[src/rtl/bh_pkg.sv]
package bh_pkg;
  typedef enum logic [1:0] {
    ST_IDLE = 2'd0,
    ST_WAIT = 2'd1,
    ST_XFER = 2'd2,
    ST_HOLD = 2'd3
  } bh_state_e;
endpackage

[src/rtl/bh_cycle_cnt.sv]
module bh_cycle_cnt #(
  parameter int W = 8
) (
  input  logic         clk,
  input  logic         rst_n,
  input  logic         clr,
  input  logic         en,
  output logic [W-1:0] cnt
);
  logic [W-1:0] cnt_nxt;

  always_comb begin
    cnt_nxt = cnt;
    if (clr)     cnt_nxt = '0;
    else if (en) cnt_nxt = cnt + 1'b1;
  end

  always_ff @(posedge clk or negedge rst_n) begin
    if (!rst_n)         cnt <= '0;
    else if (clr || en) cnt <= cnt_nxt;
  end
endmodule

[src/rtl/bh_ctrl_fsm.sv]
module bh_ctrl_fsm
  import bh_pkg::*;
#(
  parameter int HW = 8,
  parameter int TW = 8
) (
  input  logic          clk,
  input  logic          rst_n,
  input  logic          start,
  input  logic          gnt,
  input  logic          rdy,
  input  logic [HW-1:0] hold_len,
  input  logic [TW-1:0] tmo_len,
  input  logic [HW-1:0] hold_cnt,
  input  logic [TW-1:0] tmo_cnt,
  output bh_state_e     state,
  output logic          done,
  output logic          err
);
  bh_state_e state_nxt;
  logic      done_nxt, err_nxt;
  logic      hold_last, tmo_hit;
  logic      hold_zero;

  assign hold_zero = (hold_len == '0);
  assign hold_last = (({1'b0, hold_cnt} + 1'b1) == {1'b0, hold_len});
  assign tmo_hit   = (tmo_len != '0) &&
                     (({1'b0, tmo_cnt} + 1'b1) == {1'b0, tmo_len});

  always_comb begin
    state_nxt = state;
    done_nxt  = 1'b0;
    err_nxt   = 1'b0;
    case (state)
      ST_IDLE: if (start) state_nxt = ST_WAIT;
      ST_WAIT: if (gnt)   state_nxt = ST_XFER;
      ST_XFER: begin
        if (rdy) begin
          done_nxt  = 1'b1;
          state_nxt = hold_zero ? ST_IDLE : ST_HOLD;
        end else if (tmo_hit) begin
          err_nxt   = 1'b1;
          state_nxt = hold_zero ? ST_IDLE : ST_HOLD;
        end
      end
      ST_HOLD: begin
        if (start)          state_nxt = ST_XFER;
        else if (hold_last) state_nxt = ST_IDLE;
      end
      default: state_nxt = ST_IDLE;
    endcase
  end

  always_ff @(posedge clk or negedge rst_n) begin
    if (!rst_n) begin
      state <= ST_IDLE;
      done  <= 1'b0;
      err   <= 1'b0;
    end else begin
      state <= state_nxt;
      done  <= done_nxt;
      err   <= err_nxt;
    end
  end
endmodule

[src/rtl/bus_hold_ctl.sv]
module bus_hold_ctl
  import bh_pkg::*;
#(
  parameter int HOLD_W = 8,
  parameter int TMO_W  = 8
) (
  input  logic                      clk,
  input  logic                      rst_n,
  input  logic [HOLD_W+TMO_W-1:0]   cfg_i,
  input  logic                      acc_start_i,
  output logic                      acc_done_o,
  output logic                      acc_err_o,
  output logic                      bus_req_o,
  input  logic                      bus_gnt_i,
  output logic                      bus_cmd_o,
  input  logic                      bus_rdy_i
);
  localparam int CFG_W = HOLD_W + TMO_W;

  logic              rst_meta_n, rst_sync_n;
  logic [HOLD_W-1:0] hold_len, hold_cnt;
  logic [TMO_W-1:0]  tmo_len, tmo_cnt;
  bh_state_e         state;

  always_ff @(posedge clk or negedge rst_n) begin
    if (!rst_n) begin
      rst_meta_n <= 1'b0;
      rst_sync_n <= 1'b0;
    end else begin
      rst_meta_n <= 1'b1;
      rst_sync_n <= rst_meta_n;
    end
  end

  assign hold_len = cfg_i[CFG_W-1:TMO_W];
  assign tmo_len  = cfg_i[TMO_W-1:0];

  bh_cycle_cnt #(.W(HOLD_W)) u_hold_cnt (
    .clk  (clk),
    .rst_n(rst_sync_n),
    .clr  (state != ST_HOLD),
    .en   (state == ST_HOLD),
    .cnt  (hold_cnt)
  );

  bh_cycle_cnt #(.W(TMO_W)) u_tmo_cnt (
    .clk  (clk),
    .rst_n(rst_sync_n),
    .clr  (state != ST_XFER),
    .en   (state == ST_XFER),
    .cnt  (tmo_cnt)
  );

  bh_ctrl_fsm #(.HW(HOLD_W), .TW(TMO_W)) u_fsm (
    .clk     (clk),
    .rst_n   (rst_sync_n),
    .start   (acc_start_i),
    .gnt     (bus_gnt_i),
    .rdy     (bus_rdy_i),
    .hold_len(hold_len),
    .tmo_len (tmo_len),
    .hold_cnt(hold_cnt),
    .tmo_cnt (tmo_cnt),
    .state   (state),
    .done    (acc_done_o),
    .err     (acc_err_o)
  );

  assign bus_req_o = (state != ST_IDLE);
  assign bus_cmd_o = (state == ST_XFER);
endmodule

[config.mk]
export PLATFORM = sky130hd
export DESIGN_NAME = bus_hold_ctl
export DESIGN_NICKNAME = d
export VERILOG_FILES = /design/src/rtl/bh_pkg.sv /design/src/rtl/bh_cycle_cnt.sv /design/src/rtl/bh_ctrl_fsm.sv /design/src/rtl/bus_hold_ctl.sv
export SDC_FILE = /design/constraint.sdc
export NUM_CORES = 1
export LEC_CHECK = 0
export ABC_CLOCK_PERIOD_IN_PS = 1350
export BUFFER_PORTS_ARGS = -buffer_cell sky130_fd_sc_hd__buf_4
export CORE_ASPECT_RATIO = 1.75
export CORE_MARGIN = 5
export CORE_UTILIZATION = 50
export DETAILED_ROUTE_END_ITERATION = 10
export PLACE_DENSITY = 0.72
export SYNTH_ARGS = -nofsm -noshare
export SYNTH_HDL_FRONTEND = slang
export SYNTH_HIERARCHICAL = 1
export SYNTH_SLANG_ARGS = --single-unit
[constraint.sdc]
create_clock -name clk -period 1.35 [get_ports clk]
set_clock_uncertainty 0.05 [all_clocks]
set_input_delay 0.135 -clock clk [delete_from_list [all_inputs] [get_ports clk]]
set_output_delay 0.135 -clock clk [all_outputs]
set_load 0.01 [all_outputs]
# After elaboration in Yosys (flattened, before gate mapping)
# Cells that the tools add are included.
dict set report classes {
  addsub 4
  n_eq_ne 11
  muxes 17
  n_reduce_logical 12
}
# operator n
set ops {}
lappend ops {{8-bit 2-to-1 mux} 4}
lappend ops {{8-bit by 1-bit adder with 9-bit output, second input constant} 2}
lappend ops {{9-bit by 8-bit equality test with 1-bit output} 2}
lappend ops {{8-bit by 1-bit adder with 8-bit output, second input constant} 2}
lappend ops {{2-bit 2-to-1 mux} 7}
lappend ops {{8-bit zero test} 1}
lappend ops {{2-bit != test, second input constant} 4}
lappend ops {{2-bit one-hot mux with 4 select lines} 1}
lappend ops {{8-bit nonzero test} 1}
lappend ops {{3-bit by 2-bit != test with 1-bit output, second input constant} 2}
lappend ops {{2-bit nonzero test} 3}
lappend ops {{1-bit 2-to-1 mux} 5}
lappend ops {{2-bit equality test, second input constant} 2}
lappend ops {{2-bit AND reduction} 2}
lappend ops {{4-bit AND reduction} 1}
lappend ops {{2-bit by 1-bit equality test with 1-bit output, second input constant} 1}
lappend ops {{2-bit zero test} 1}
lappend ops {{1-bit logical OR} 2}
lappend ops {{1-bit logical AND} 1}
dict set report word_totals {
  register_bits 22
  input_bits 21
  output_inout_bits 4
  wordCells 51
}

# Logic depth before layout (Yosys ltp)
# Gate-level depths: netlist of the first run.
dict set report logic_depth {
  depth_word 6
  mapped_depth 7
  mapped_depth_nobuf 7
}

# Modules after synthesis
# Netlist of the first run, hierarchy kept.
# mod n_inst cells_each area_each_um2 seq_area_each_um2
set by_module_without_submodules {}
lappend by_module_without_submodules {bh_cycle_cnt 2 37 389.1 200.2}
lappend by_module_without_submodules {bh_ctrl_fsm 1 107 773.2 100.1}
lappend by_module_without_submodules {bus_hold_ctl 1 8 86.3 50.0}

# Worst setup path after synthesis of the first run
# Ideal clock, no wire load.
dict set report synth_timing {
  path_type {register to register}
  start {register u_hold_cnt.cnt[0]}
  end {register u_fsm.state[1]}
  setup_time_ns 0.126
  t_arrival_ns 2.173
  required_time_ns 1.174
  path_slack_ns -0.999
  path_stages_with_launch 8
  n_path_buf 0
  period_less_slack_ns 2.349
  path_cell_list {dfrtp_1 ha_1 o21ba_1 a221oi_2 a21oi_1 o31a_1 or3b_1 o32a_1}
}
dict set report synth_via {
  elab_chain_len 4
}
# item line
set synth_lines {}
lappend synth_lines {{start, declared} bh_cycle_cnt.sv:8} ;# output logic [W-1:0] cnt
lappend synth_lines {{start signal, assigned} bh_cycle_cnt.sv:20} ;# else if (clr || en) cnt <= cnt_nxt;
lappend synth_lines {{8-bit by 1-bit adder with 9-bit output} bh_ctrl_fsm.sv:26} ;# assign hold_last = (({1'b0, hold_cnt} + 1'b1) == {1'b0, hold_len});
lappend synth_lines {{9-bit by 8-bit equality test with 1-bit output} bh_ctrl_fsm.sv:26}
lappend synth_lines {{3-bit by 2-bit != test with 1-bit output (no source line)} --}
lappend synth_lines {{4-bit AND reduction (no source line)} --}
lappend synth_lines {{end signal, assigned} bh_ctrl_fsm.sv:60} ;# state <= state_nxt;
lappend synth_lines {{end, declared} bh_ctrl_fsm.sv:16} ;# output bh_state_e state,
# No other way between the ends.
# A chain may end at the register's enable or synchronous reset.

# Worst setup path in the final report of the first run
dict set report layout_timing {
  start {register u_hold_cnt.cnt[1]}
  end {register u_fsm.state[1]}
}
# Same word-level chain as after synthesis.

==> flow_results.org, run 1 <==
** Worst setup path
- Measured in cells, the most critical reg-to-reg path has a length of 7.
- Crit path launch :: u_hold_cnt/cnt[1]
- The worst register-to-register path ends at u_fsm/state[1].
- The critical path is of the register to register type.
- Register-to-register setup slack :: -0.91 ns
- The critical path ends at u_fsm/state[1].
- Critical path fanouts, max :: 3
- The worst setup path is captured at a register.
- Arrival time of the worst setup path :: 2.36 ns
- R2r startpoint :: u_hold_cnt/cnt[1]
- Required time at the endpoint of the critical path :: 1.45 ns
- Worst setup SP type :: register

** Power and ir drop
- For this design the static power due to leakage is 1.06 nW.
- The internal power of the cells totals 2.01 mW.
- For this design the total switching power over the nets is 1.27 mW.
- Per report_power, the clock group accounts for 14.8% of the total.
- Maximum vdd ir drop :: 1.20 mV
- Switching share of power :: 38.8%
- Per report_power, the sequential group accounts for 25.9% of the total.
- Combinational logic is responsible for 59.3% of the overall power.
- In this run the power density over the cells is 1280 nW/µm².

** Detailed routing
- Number of routed nets with antenna violations :: 0
- In the final routed layout, each cell accounts on average for 16.8 µm.
- In the routed design, unresolved DRC markers number 0.
- For this block, the initial DRC count from the detailed router was 44.
- Via total after detailed routing :: 1752
- Using the TritonRoute via totals, the vias-per-cell ratio works out to 5.65.
- First-pass detailed-route iteration total :: 7
- Wire length after detailed routing :: 5.19 mm

** STA
- For this run, the top clock speed supported by timing is 443 MHz.
- The hold violation count in the final report is 0.
- In the finished design, the share of the clock period the worst path needs comes to 167%.
- Setup violations remaining at the end of the flow were counted as 21.
- Across all hold checks on the routed design, the worst slack comes to 0.0905 ns.
- Setup slack on the critical path of the routed design comes to -0.909 ns.
- The max-slew violation count came to 0.
- Unrepaired setup endpoints after global routing :: yes
- Minimum clock period after layout :: 2.26 ns

** Flow run
- Max-cap violation count :: 0

** CTS
- Buffers inserted during clock tree synthesis total 3.
- Number of buffers on the longest clock path :: 2
- TritonCTS built the clock tree.
- In this run the clock root is driven by a sky130_fd_sc_hd__clkbuf_8.
- H-tree Lvls :: 1
- CTS sink cnt :: 22
- After clock tree synthesis, the clock-pin slew on the worst setup and hold paths is 0.08 ns.
- Clock network latency to the later pin of the worst-skew pair :: 0.27 ns

** Die
- The die covers 4570 µm².
- Once the floorplan was initialized, standard cells occupied 52.1% of the core.
- 25 I/O pins were placed.
- Measured along the x axis, the die boundary spans 53.3 µm.
- Row count :: 27
- The core region is 3140 µm².
- The die is 85.7 µm tall.

** Synthesis
- In the synthesized netlist, mux cells make up 1.83% of the area.
- Sequential elements use 33.6% of the synthesized area.
- During synthesis, Yosys emitted a total of 6 warnings.
- Synthesized net count :: 214
- For this run, asynchronously set or reset flops after synthesis account for 100%.
- In the synthesized netlist the dominant register cell turns out to be sky130_fd_sc_hd__dfrtp_1.
- Of the total synthesized cell area, the portion taken by XOR and XNOR cells is 12.3%.
- Fraction of the mapped netlist area in adder cells :: 3.06%
- Summing the areas of all and, or, nand and nor instances in the mapped netlist gives 25.7% of the synthesized area.
- The synthesized netlist contains 44 unique library cells.
- Number of enable flip-flop cells after synthesis :: 0
- Share of the synthesized area in compound gates (AO/OA/AOI/OAI) :: 20.4%
- Summed over its instances, the top area cell type makes up 33.6% of the synthesized netlist area.
- Total of flip-flops plus latches after synthesis :: 22
- Of all cell types, the one taking the most synthesized area is sky130_fd_sc_hd__dfrtp_1.
- Average instance area after synthesis :: 8.67 µm²
- By area, the combinational part of the netlist is dominated by simple AND/OR/NAND/NOR gates.
- By count the netlist is led by 22 x sky130_fd_sc_hd__dfrtp_1, 16 x sky130_fd_sc_hd__nand2_1, 15 x sky130_fd_sc_hd__nor2_1.
- In this run the cell area of the synthesized design comes to 1640 µm².
- Cell types with the largest area share after synthesis :: sky130_fd_sc_hd__dfrtp_1 34%, sky130_fd_sc_hd__xor2_1 6.4%, sky130_fd_sc_hd__xnor2_1 5.9%, sky130_fd_sc_hd__a21oi_1 3.7%, sky130_fd_sc_hd__nand2_1 3.7%
- The cell count after synthesis came out at 189.
- Among all cell types in the netlist, the one instantiated most often is sky130_fd_sc_hd__dfrtp_1.

** GRT
- Largest net degree at the start of global routing :: 21
- First-pass GRT wire length :: 8.37 mm
- Antenna violations before repair :: 0
- Global routing used 24.6% of the available tracks.
- The via count of the first global-routing pass was 1893.
- For this run the aggregate overflow at the end of global routing stands at 0.

** Place
- Detailed placer's ending HPWL :: 3.77 mm
- Port buffering added 24 buffers.
- Setup Slack @ Placement :: -0.882 ns
- Routability congestion estimate :: 0.836

** Finish
- The filler cells instantiated in the layout total 201.
- Fraction of layout cells with a size suffix above 1 :: 44.9%
- Antenna diode count :: 0
- After the last flow step, the layout net total stands at 293.
- The area growth from synthesis to layout is 56.6%.

** Outcome
- The checks that failed: negative setup slack.
- The flow ran to the end, but the final reports show violations.

** Min path
- The path class of the tightest hold or removal check is input port to register.
-- layout make-up --
cell class              count  area, µm²  share of cell area (%)
multi-input cells         156       1250                    48.7
repair buffers             79        629                    24.5
flip-flops and latches     22        556                    21.7
inverters                   6       22.5                   0.878
clock buffers               4       55.1                    2.15
well taps                  43       53.8                    2.10
-- sequential cells by signal, indices dropped and copies added (netlist names) --
register,count
u_fsm/err,1
rst_sync_n,1
u_fsm/state,2
u_tmo_cnt/cnt,8
rst_meta_n,1
u_fsm/done,1
u_hold_cnt/cnt,8
-- power by group through the flow --
stage | Clock (mW) | Combinational [mW] | Sequential [mW]
floorplan | 0 | 0.774 | 0.899
global placement | 0 | 1.37 | 0.845
detailed placement | 0 | 1.43 | 0.856
CTS | 0.498 | 1.83 | 0.846
global route | 0.531 | 2.08 | 0.860
finish | 0.484 | 1.95 | 0.851
-- cells by family (layout without fill, tap and decap cells) --
group | after synthesis | in the layout
flops | 22 | 22
simple gates | 80 | 80
other cells | 1 | 1
compound gates | 45 | 45
buf+inv | 11 | 89
xor+xnor | 23 | 23
fa+ha+maj | 4 | 4
mux | 3 | 3
-- routing by layer --
| metal | global-route usage (%) | part of all wire, % |
|---|---|---|
| met4 | 11.9 | 3.7 |
| met3 | 2.61 | 4.0 |
| met1 | 23.5 | 34 |
| met2 | 48.0 | 58 |
| met5 | 0 | 0 |
-- critical path: stages, from the launching register on --
cell and delay (ns):
sky130_fd_sc_hd__dfrtp_2 0.44, sky130_fd_sc_hd__ha_4 0.18, sky130_fd_sc_hd__o21ba_4 0.19, sky130_fd_sc_hd__a221oi_2 0.28, sky130_fd_sc_hd__a21oi_2 0.06, sky130_fd_sc_hd__o31a_1 0.28, sky130_fd_sc_hd__or3b_1 0.36, sky130_fd_sc_hd__o32a_1 0.29
-- worst min path at each step --
| stage | start | endpoint | slack, ns | depth (start not counted) |
|---|---|---|---|---|
| detailed placement | rst_n | rst_sync_n | -0.13 | 1 |
| global placement | rst_n | rst_sync_n | -0.13 | 1 |
| finish | bus_rdy_i | u_fsm/done | 0.09 | 2 |
| global route | bus_rdy_i | u_fsm/done | 0.07 | 2 |
| CTS | bus_rdy_i | u_fsm/done | 0.08 | 2 |
| floorplan | rst_n | rst_meta_n | -0.21 | 0 |
-- metrics by stage --
step | instances | utilization [%] | instance area [µm²] | total power, mW | TNS [ns]
floorplan | 189 | - | 1690 | 1.67 | -2.97
global placement | 300 | 72.0 | 2260 | 2.21 | -3.27
detailed placement | 300 | 72.0 | 2260 | 2.28 | -3.72
CTS | 310 | 79.2 | 2490 | 3.17 | -5.28
global route | 310 | 81.6 | 2560 | 3.47 | -6.84
finish | 310 | 81.6 | 2560 | 3.28 | -5.67
-- placed cells by master (no fill, tap or decap), types with 2 or more instances in the layout --
cell type	instances
sky130_fd_sc_hd__a211o_1	3
sky130_fd_sc_hd__a21oi_1	7
sky130_fd_sc_hd__a21oi_2	5
sky130_fd_sc_hd__a31oi_1	4
sky130_fd_sc_hd__and2_1	2
sky130_fd_sc_hd__and3_1	2
sky130_fd_sc_hd__buf_4	69
sky130_fd_sc_hd__buf_6	9
sky130_fd_sc_hd__clkbuf_8	4
sky130_fd_sc_hd__dfrtp_1	18
sky130_fd_sc_hd__dfrtp_2	4
sky130_fd_sc_hd__ha_4	3
sky130_fd_sc_hd__inv_1	6
sky130_fd_sc_hd__mux2i_1	3
sky130_fd_sc_hd__nand2_1	13
sky130_fd_sc_hd__nand2_2	2
sky130_fd_sc_hd__nand2b_1	3
sky130_fd_sc_hd__nand3_1	8
sky130_fd_sc_hd__nand3b_1	2
sky130_fd_sc_hd__nand4_1	5
sky130_fd_sc_hd__nor2_1	15
sky130_fd_sc_hd__nor2b_1	4
sky130_fd_sc_hd__nor3_1	3
sky130_fd_sc_hd__nor3_2	2
sky130_fd_sc_hd__nor4_1	4
sky130_fd_sc_hd__o211ai_4	2
sky130_fd_sc_hd__o21ai_0	7
sky130_fd_sc_hd__o31ai_1	2
sky130_fd_sc_hd__or3_1	3
sky130_fd_sc_hd__or3b_1	2
sky130_fd_sc_hd__xnor2_1	9
sky130_fd_sc_hd__xnor2_2	2
sky130_fd_sc_hd__xor2_1	10
sky130_fd_sc_hd__xor2_2	2
-- timing repair --
item	in CTS	in global routing
gates resized for setup	27	15
setup endpoints to repair	17	21
hold buffers	1	0
pin swaps	27	13
endpoints found under the hold margin	2	0
setup buffers	5	2
Power figures use the tool's default switching activity.
==> run 2: changes to the inputs <==
CORE_MARGIN = 2   (was 5)
REMOVE_ABC_BUFFERS = 1   (was not set)
==> flow_results.org, run 2 (synthesis gave the netlist of run 1 again) <==
** STA
- The clock period minus final worst setup slack was 2.22 ns (-0.0378 ns).
- The part of the cycle the worst path needs came to 165% (-2.8 points).
- The worst hold slack across all endpoints is 0.0846 ns (-0.00589 ns).
- The count of endpoints failing setup in the final report is 19 (-9.5%).
- Final setup slack of the worst path :: -0.872 ns (+0.0378 ns)
- Upper clock frequency limit :: 450 MHz (+1.7%)
- The hold violation count in the final report was 0 (unchanged).
- Unrepaired setup endpoints after global routing :: yes
- The max-slew violation count came to 0 (unchanged).

** Place
- Port Buffers :: 24 (unchanged)
- The final estimated routing congestion in global placement came to 0.854 (+2.1%).
- Placed instance count :: 302 (+0.67%)
- The sum of net half-perimeters after detailed placement was 3.61 mm (-4.3%).

** Die
- The number of placed I/O pins came to 25 (unchanged).
- The area enclosed by the die boundary was 3770 µm² (-17%).
- Core outline area :: 3140 µm² (unchanged)
- The overall die height came to 79.7 µm (-7.0%).
- Row count :: 27 (unchanged)
- Starting density of the core :: 52.1% (unchanged)
- Die X-Extent :: 47.3 µm (-11%)

** GRT
- The number of antenna violations at the first check in global routing came to 0 (unchanged).
- The via count of the first global-routing pass was 1826 (-3.5%).
- Overall routing resource usage :: 27.5% (+2.9 points)
- Largest net degree at the start of global routing :: 21 (unchanged)
- First-pass GRT wire length :: 7.56 mm (-9.7%)
- Grt ovf :: 0 (unchanged)

** Power and ir drop
- The power spent charging and discharging nets came to 1.16 mW (-8.6%).
- Power density of the placed cells :: 1230 nW/µm² (-4.2%)
- The share of total power in combinational logic came to 60.2% (+0.9 points).
- Part of the total power dissipated in the clock network :: 13.2% (-1.6 points)
- The peak supply drop came to 1.06 mV (-11%).
- Int Power :: 1.93 mW (-4.1%)
- Reported leakage power :: 1.06 nW (+0.75%)
- Switching share of power :: 37.7% (-1.2 points)
- Portion of total power attributed to sequential cells :: 26.6% (+0.7 points)
- The total chip power is 3.09 mW (-5.8%).

** Worst setup path
- Critical-path cell with the highest stage delay :: sky130_fd_sc_hd__dfrtp_1
- Worst Reg-to-Reg Cells :: 7 (unchanged)
- R2r startpoint :: u_hold_cnt/cnt[0]
- Required time at the endpoint of the critical path :: 1.45 ns (about the same)
- Arrival time of the worst setup path :: 2.32 ns (-0.04 ns)
- Destination of the worst register-to-register timing path :: u_fsm/state[1]
- The maximum fanout along the worst path came to 4 (+1).
- Critical path cell sequence :: ha_4 -> o21ba_4 -> a221oi_2 -> a21oi_1 -> o31a_1 -> or3b_1 -> o32a_1
- Tracing the worst setup path back leads to its startpoint at u_hold_cnt/cnt[0].
- The setup slack of the worst register-to-register path came to -0.87 ns (+0.04 ns).
- Critical path type :: register to register
- Endpoint type of the worst setup path :: register
- CP peak stage delay :: 0.41 ns (-0.03 ns)
- The worst setup path is launched from a register.

** Finish
- The fraction of final layout cells sized beyond drive strength 1 is 40.4% (-4.5 points).
- The number of standard cells in the final layout excluding fillers was 315 (+1.6%).
- The diode insertion count for antenna repair came to 0 (unchanged).
- Biggest regs :: u_hold_cnt/cnt (8), u_tmo_cnt/cnt (8), u_fsm/state (2)
- Count of nets after finishing :: 299 (+2.0%)
- In the layout the commonest cells are 71 x sky130_fd_sc_hd__buf_4, 22 x sky130_fd_sc_hd__dfrtp_1, 15 x sky130_fd_sc_hd__nand2_1, 15 x sky130_fd_sc_hd__nor2_1, 13 x sky130_fd_sc_hd__buf_6.
- Area growth from synthesis to layout :: 54.0%
- The library cell used most frequently in the layout, excluding fill and tap cells, is sky130_fd_sc_hd__buf_4.

** Detailed routing
- Number of routed nets with antenna violations :: 0 (unchanged)
- Detailed router's first-iteration violation count :: 56 (+27%)
- Via total after detailed routing :: 1799 (+2.7%)
- Average vias per placed instance :: 5.71 (+1.1%)
- Wire length per cell after detailed routing :: 16.0 µm (-4.6%)
- The number of search-and-repair iterations in the first detailed-routing pass was 4 (-3).
- DRC violation count after routing :: 0 (unchanged)
- Wire length after detailed routing :: 5.03 mm (-3.1%)

** CTS
- Clock tree synthesis selected as its root buffer the cell sky130_fd_sc_hd__clkbuf_8.
- TritonCTS built the clock tree.
- The CTS H-tree depth was 1 (unchanged).
- CTS sink cnt :: 22 (unchanged)
- Number of buffers on the longest clock path :: 2 (unchanged)
- The clock buffer count from CTS was 3 (unchanged).
- The worst-skew pair later-pin latency was 0.26 ns (about the same).
- Clock-pin slew on the worst setup and hold paths :: 0.08 ns (about the same)

** Min path
- Startpoint of the tightest hold check path :: bus_rdy_i
- Hold Path Depth :: 2 (unchanged)
- Min-Delay Path Class :: input port to register
- The worst hold path terminates at u_fsm/done.

** Outcome
- The checks that failed: negative setup slack.
- The run finished, with violations left.

** Flow run
- Max-cap violation count :: 0 (unchanged)
-- run 2: repair_timing --
action                     4_1_cts  5_1_grt
gates resized for setup         29       11
setup endpoints to repair       19       19
buffers inserted                 6        6
hold buffers                     1        0
pin swaps                       20        7
hold endpoints to repair         2        0
-- run 2: through the flow --
| stage | utilization [%] | TNS, ns | cell area (µm²) | worst slack [ns] |
|---|---|---|---|---|
| floorplan | - | -3.35 | 1610 | -0.999 |
| global placement | 71.0 | -4.02 | 2230 | -0.888 |
| detailed placement | 71.0 | -4.79 | 2230 | -0.975 |
| CTS | 77.7 | -5.02 | 2440 | -0.887 |
| global route | 80.3 | -6.30 | 2520 | -0.905 |
| finish | 80.3 | -5.29 | 2520 | -0.872 |
-- run 2: per-layer routing --
layer  vias to the layer above  part of all wire [%]  GRT usage (%)
met2                        47                    59           53.1
li1                        859                     -              -
met1                       879                    35           25.1
met5                         -                     0              0
met4                         0                   3.1           13.6
met3                        14                   2.5           2.94
-- run 2: final cells by class --
| class | count | area [µm²] |
|---|---|---|
| Multi-Input combinational cell | 156 | 1160 |
| Timing Repair Buffer | 85 | 689 |
| Fill cell | 204 | 619 |
| Sequential cell | 22 | 551 |
| Tap cell | 43 | 53.8 |
| Clock buffer | 3 | 41.3 |
| Inverter | 6 | 22.5 |
-- run 2: power by group through the flow --
stage	logic, mW	clock network [mW]	registers [mW]
5_1_grt	2.00	0.431	0.829
3_3_place_gp	1.32	0	0.799
6_report	1.86	0.409	0.821
3_5_place_dp	1.37	0	0.803
2_1_floorplan	0.660	0	0.901
4_1_cts	1.74	0.418	0.812
-- run 2: critical path: cells and delay by family, from the launching register on --
family / cells / cell delay (ns)
AOI/OAI and AO/OA: 5 / 1.07
DFF: 1 / 0.41
and+or+nand+nor: 1 / 0.38
adders and majority gates: 1 / 0.19
-- run 2: worst max path at each step --
stage / endpoint / slack [ns] / cells past startpoint
after floorplan: u_fsm/state[1] / -1.0 / 7
after global placement: u_fsm/state[1] / -0.89 / 7
after detailed placement: u_fsm/state[1] / -0.98 / 8
after CTS: u_fsm/state[1] / -0.89 / 7
after global routing: u_fsm/state[1] / -0.90 / 7
final: u_fsm/state[1] / -0.87 / 7
